[src/rtl/mrs_seq_pkg.sv]
package mrs_seq_pkg;
  typedef enum logic [1:0] {
    CMD_NOP = 2'b00,
    CMD_MRS = 2'b01
  } cmd_e;

  typedef enum logic [1:0] {
    ST_IDLE = 2'b00,
    ST_WAIT = 2'b01,
    ST_HOLD = 2'b10
  } st_e;
endpackage

[src/rtl/mrs_dly_cnt.sv]
// Down counter: load n, reads zero n cycles later (n=0 treated as 1)
module mrs_dly_cnt #(
  parameter int W = 5
) (
  input  logic         clk_i,
  input  logic         rst_ni,
  input  logic         load_i,
  input  logic [W-1:0] val_i,
  output logic         zero_o
);
  logic [W-1:0] cnt_q;

  always_ff @(posedge clk_i or negedge rst_ni) begin
    if (!rst_ni)               cnt_q <= '0;
    else if (load_i)           cnt_q <= (val_i == '0) ? '0 : val_i - W'(1);
    else if (cnt_q != '0)      cnt_q <= cnt_q - W'(1);
  end

  assign zero_o = (cnt_q == '0);
endmodule

[src/rtl/mrs_odt_gate.sv]
module mrs_odt_gate #(
  parameter int ODT_PRE = 1
) (
  input  logic clk_i,
  input  logic rst_ni,
  input  logic force_i,
  input  logic odt_req_i,
  output logic odt_o,
  output logic lead_ok_o
);
  assign odt_o = force_i ? 1'b0 : odt_req_i;

  generate
    if (ODT_PRE == 0) begin : g_no_lead
      assign lead_ok_o = 1'b1;
    end else begin : g_lead
      localparam int CW = $clog2(ODT_PRE + 1);
      logic [CW-1:0] low_q;
      always_ff @(posedge clk_i or negedge rst_ni) begin
        if (!rst_ni)                     low_q <= '0;
        else if (!force_i)               low_q <= '0;
        else if (low_q < CW'(ODT_PRE))   low_q <= low_q + CW'(1);
      end
      assign lead_ok_o = (low_q >= CW'(ODT_PRE));
    end
  endgenerate
endmodule

[src/rtl/mrs_seq.sv]
module mrs_seq
  import mrs_seq_pkg::*;
#(
  parameter int SEL_W   = 3,
  parameter int VAL_W   = 14,
  parameter int TMOD_W  = 5,
  parameter int TRP_W   = 5,
  parameter int ODT_PRE = 1
) (
  input  logic              clk_i,
  input  logic              rst_ni,
  input  logic              req_i,
  input  logic [SEL_W-1:0]  req_sel_i,
  input  logic [VAL_W-1:0]  req_val_i,
  input  logic              rtt_old_i,
  input  logic              rtt_new_i,
  output logic              req_ready_o,
  input  logic              banks_idle_i,
  input  logic              pre_cmd_i,
  input  logic              burst_busy_i,
  input  logic              cke_i,
  input  logic              odt_req_i,
  input  logic [TMOD_W-1:0] tmod_cyc_i,
  input  logic [TRP_W-1:0]  trp_cyc_i,
  output logic [1:0]        cmd_o,
  output logic [SEL_W-1:0]  ba_o,
  output logic [VAL_W-1:0]  addr_o,
  output logic              odt_o,
  output logic              busy_o,
  output logic              done_o
);
  st_e              st_q, st_d;
  logic [SEL_W-1:0] sel_q;
  logic [VAL_W-1:0] val_q;
  logic             gate_q;
  logic             trp_zero, hold_zero, lead_ok;
  logic             accept, issue, dev_ok, force_low, in_hold_open;

  mrs_dly_cnt #(.W(TRP_W)) u_trp (
    .clk_i  (clk_i),
    .rst_ni (rst_ni),
    .load_i (pre_cmd_i),
    .val_i  (trp_cyc_i),
    .zero_o (trp_zero)
  );

  mrs_dly_cnt #(.W(TMOD_W)) u_tmod (
    .clk_i  (clk_i),
    .rst_ni (rst_ni),
    .load_i (issue),
    .val_i  (tmod_cyc_i),
    .zero_o (hold_zero)
  );

  mrs_odt_gate #(.ODT_PRE(ODT_PRE)) u_odt (
    .clk_i     (clk_i),
    .rst_ni    (rst_ni),
    .force_i   (force_low),
    .odt_req_i (odt_req_i),
    .odt_o     (odt_o),
    .lead_ok_o (lead_ok)
  );

  assign dev_ok       = banks_idle_i && !burst_busy_i && cke_i && trp_zero && !pre_cmd_i;
  assign in_hold_open = (st_q == ST_HOLD) && !hold_zero;
  assign done_o       = (st_q == ST_HOLD) && hold_zero;
  assign req_ready_o  = (st_q == ST_IDLE) || done_o;
  assign accept       = req_i && req_ready_o;
  assign issue        = (st_q == ST_WAIT) && dev_ok && (!gate_q || lead_ok);
  assign force_low    = gate_q && ((st_q == ST_WAIT) || in_hold_open);
  assign busy_o       = (st_q == ST_WAIT) || in_hold_open;

  always_comb begin
    st_d = st_q;
    unique case (st_q)
      ST_IDLE: if (accept) st_d = ST_WAIT;
      ST_WAIT: if (issue)  st_d = ST_HOLD;
      ST_HOLD: if (hold_zero) st_d = accept ? ST_WAIT : ST_IDLE;
      default: st_d = ST_IDLE;
    endcase
  end

  always_ff @(posedge clk_i or negedge rst_ni) begin
    if (!rst_ni) begin
      st_q   <= ST_IDLE;
      sel_q  <= '0;
      val_q  <= '0;
      gate_q <= 1'b0;
    end else begin
      st_q <= st_d;
      if (accept) begin
        sel_q  <= req_sel_i;
        val_q  <= req_val_i;
        gate_q <= rtt_old_i | rtt_new_i;
      end
    end
  end

  assign cmd_o  = issue ? CMD_MRS : CMD_NOP;
  assign ba_o   = issue ? sel_q : '0;
  assign addr_o = issue ? val_q : '0;
endmodule

[config.mk]
export PLATFORM = sky130hd
export DESIGN_NAME = mrs_seq
export DESIGN_NICKNAME = d
export VERILOG_FILES = /design/src/rtl/mrs_seq_pkg.sv /design/src/rtl/mrs_dly_cnt.sv /design/src/rtl/mrs_odt_gate.sv /design/src/rtl/mrs_seq.sv
export SDC_FILE = /design/constraint.sdc
export NUM_CORES = 1
export LEC_CHECK = 0
export ABC_AREA = 1
export BUFFER_PORTS_ARGS = -buffer_cell sky130_fd_sc_hd__buf_2
export CAP_MARGIN = 40
export CORE_AREA = 2 2 72 60
export DETAILED_ROUTE_END_ITERATION = 7
export DIE_AREA = 0 0 74 62
export HOLD_SLACK_MARGIN = 0.12
export PLACE_DENSITY = 0.73
export SLEW_MARGIN = 25
export SYNTH_ARGS = -nofsm -noshare
export SYNTH_HDL_FRONTEND = slang
export SYNTH_SLANG_ARGS = --single-unit
[constraint.sdc]
create_clock -name clk_i -period 1.95 [get_ports clk_i]
set_clock_uncertainty 0.1 [all_clocks]
set_input_delay 0.39 -clock clk_i [delete_from_list [all_inputs] [get_ports clk_i]]
set_output_delay 0.39 -clock clk_i [all_outputs]
set_load 0.01 [all_outputs]
==> results.py <==
metrics = {
    "route": {
        "routed-via-count": 1870,
        "drt-pass1-iter-count": 4,
        "ant_nets": 0,
        "drc_errors": 0,
        "wl_um": 5013,
        "wire_per_inst_um": 12.79,
        "first_iter_violations": 178,
        "vias_per_cell": 4.770,
    },
    "clock_tree": {
        "path_clk_slew_ns": 0.07,
        "clockBufferDepth": 2,
        "clock_latency_ns": 0.28,
        "root_buffer": "clkbuf_8",
        "h-tree-depth": 2,
        "cts-buffers-inserted": 5,
        "cts_tree": "done",
        "cts_sinks": 31,
    },
    "yosys": {
        "synthMuxAreaShare_pct": 0,
        "ys_ff_latch": 31,
        "synth_xor_area_share_pct": 3.771,
        "synthAdderAreaFrac_pct": 4.040,
        "synth_top_area_cell": "dfrtp_1",
        "netlist_instances": 253,
        "synth-compound-area-share_pct": 6.061,
        "async_reset_ff_share_pct": 100.0,
        "synthTopCellsByArea": "dfrtp_1 42%, nand2_1 14%, inv_1 8.1%, nand3_1 6.5%, nor2_1 6.3%",
        "synth_common_cells": "71 x nand2_1, 40 x inv_1, 31 x dfrtp_1, 31 x nor2_1, 24 x nand3_1",
        "synth.distinct_cells": 28,
        "ys.flop_type": "dfrtp_1",
        "syn_nets": 296,
        "synthMostInstantiatedCell": "nand2_1",
        "avgSynthCellArea_um2": 7.344,
        "synth_area_um2": 1858,
        "yosysWarnings": 0,
        "synth-edff-count": 0,
        "seq_area_frac_synth_pct": 41.75,
        "synth_top_area_share_pct": 41.75,
        "yosys.area_share.simple_pct": 31.92,
        "synth_top_family_by_area": "simple AND/OR/NAND/NOR gates",
    },
    "placed_design": {
        "dpl.hpwl_um": 2757,
        "place_congestion": 0.8139,
        "port_buffers": 58,
        "dpl_cell_area_um2": 2195,
        "place_ws_ns": 0.08204,
        "dp.cells": 365,
    },
    "grt": {
        "grtUsageTotal_pct": 19.47,
        "grt_pass1_wl_um": 6596,
        "grt-ovfl-total": 0,
        "grt_max_degree": 32,
        "antenna_found_initial": 0,
        "grt_pass1_vias": 1519,
    },
    "floorplan": {
        "die_h_um": 62,
        "initial_core_util_pct": 46.83,
        "row_count": 21,
        "die_w_um": 74,
        "die-area_um2": 4588,
        "boundaryPins": 60,
        "design.core.area_um2": 3968,
    },
    "critical_path": {
        "worst-path-max-fanout": 8,
        "critPathArrivalTime_ns": 1.60,
        "worstPathRequired_ns": 1.46,
        "critPathLaunchType": "register",
        "worst-setup-path-type": "register to output port",
        "end_kind": "output port",
    },
    "layout": {
        "drive_above_1_share_pct": 40.60,
        "design_area_um2": 2796,
        "fin_cells": 392,
        "nets": 377,
        "area_growth_pct": 50.50,
        "antennaDiodeCount": 0,
    },
    "sta": {
        "setup_viol": 19,
        "fin_crit_ns": 2.092,
        "rsz0062_at_grt": "yes",
        "finalHoldViolations": 0,
        "max_freq_ghz": 0.4780,
        "tightestPinTransition_ns": 0.6934,
        "post-route-worst-setup-slack_ns": -0.1420,
        "relSlewSlack_pct": 53.78,
        "fin_tns_setup_ns": -2.139,
        "drv_slew": 0,
        "finalCritPeriodShare_pct": 107.3,
    },
    "run": {
        "max_cap_viol_count": 0,
    },
    "power_and_ir_drop": {
        "power.leakage_nw": 1.488,
        "peakVddDrop_mv": 0.6398,
        "powerDensity_nw_per_um2": 1041,
    },
    "worst_hold_path": {
        "hp-class": "input pin to register",
    },
    "run_status": {
        "status": "finished with violations",
        "violations": "negative setup slack",
    },
}
## cells by family (layout without fill, tap and decap cells)
kind of cell / count (synthesis) / in the layout
simple gates: 138 / 138
buf+inv: 51 / 133
flops: 31 / 31
compound gates: 18 / 18
xor+xnor: 8 / 8
fa+ha+maj: 6 / 6
other cells: 1 / 1
## power breakdown
group          total, mW  internal (mW)  switching [mW]
clock network      0.490          0.244           0.246
registers           1.11          0.919           0.193
logic               1.31          0.553           0.755
total               2.91           1.72            1.19
## metal layers
| metal | vias up | GRT usage [%] | part of all wire, % |
|---|---|---|---|
| met2 | 58 | 32.40 | 50 |
| met1 | 877 | 25.28 | 44 |
| met3 | 8 | 5.968 | 4.0 |
| li1 | 927 | - | - |
| met4 | 0 | 4.675 | 1.8 |
| met5 | - | 0 | 0 |
## timing repair
action / 4_1_cts / 5_1_grt
pin swaps: 2 / 10
endpoints found under the hold margin: 31 / 0
buffers inserted: 9 / 7
setup endpoints to repair: 22 / 26
gates resized for setup: 16 / 63
cloned: 1 / 1
hold buffers: 1 / 0
## worst max-delay path: stages, from the launching register on
cell	delay, ns
dfrtp_1	0.41
inv_2	0.10
nand2_2	0.13
nor2_4	0.15
nand3_4	0.14
buf_16	0.19
nor2_1	0.08
buf_2	0.13
## placed cells by master (no fill, tap or decap)
master	Yosys	routed
nand2_1	71	68
buf_2	2	41
inv_1	40	35
dfrtp_1	31	30
nand3_1	24	23
buf_4	3	21
nor2_4	2	19
buf_6	3	17
nor2_1	31	13
inv_2	2	7
a21oi_1	6	5
clkbuf_8	0	5
nor2_2	3	4
nand2_4	0	4
xor2_1	4	4
xnor2_1	4	4
o21ai_1	4	4
ha_1	6	4
o21ai_0	3	3
clkinv_2	0	3
nand2_2	3	2
nand3b_1	2	2
ha_4	0	2
nand3_2	1	1
a21oi_2	0	1
nor3_2	0	1
nand3_4	0	1
a21boi_4	0	1
a21oi_4	1	1
o21ai_2	1	1
o21a_1	1	1
a22oi_1	1	1
conb_1	1	1
buf_16	0	1
clkbuf_16	0	1
dlygate4sd3_1	0	1
buf_12	0	1
dfrtp_2	0	1
## path summary, 6_finish.rpt
path / cells past startpoint / start / endpoint / slack, ns
min reg2reg: 2 / sel_q[2] / sel_q[2] / 0.37
min in group asynchronous: 2 / rst_ni / val_q[5] / 0.58
max: 7 / st_q[1] / addr_o[12] / -0.14
max reg2reg: 10 / u_tmod.cnt_q[1] / sel_q[1] / 0.10
max in group asynchronous: 2 / rst_ni / st_q[0] / 0.68
min: 3 / req_val_i[5] / val_q[5] / 0.24
## registers in the layout (all words and copies together) (netlist names)
name                count
u_tmod.cnt_q            5
sel_q                   3
u_odt.g_lead.low_q      1
val_q                  14
gate_q                  1
st_q                    2
u_trp.cnt_q             5
## stage by stage
step	total power [mW]	util [%]	hold WS (ns)
after floorplan	1.752	-	-0.005591
after global placement	1.948	55.31	0.3534
after detailed placement	1.979	55.31	0.3601
after CTS	2.575	61.37	0.2371
final	2.911	70.48	0.2408
after global routing	3.106	70.48	0.2404
## area by class of cell
class / instances / area (um^2)
Fill cell: 304 / 1171
Multi-Input combinational cell: 171 / 1070
Sequential cell: 31 / 777.0
Timing Repair Buffer: 83 / 636.9
Inverter: 42 / 157.7
Tap cell: 57 / 71.32
Clock buffer: 5 / 68.82
Clock inverter: 3 / 15.01
Note: power is estimated with default switching activity, not from simulation.
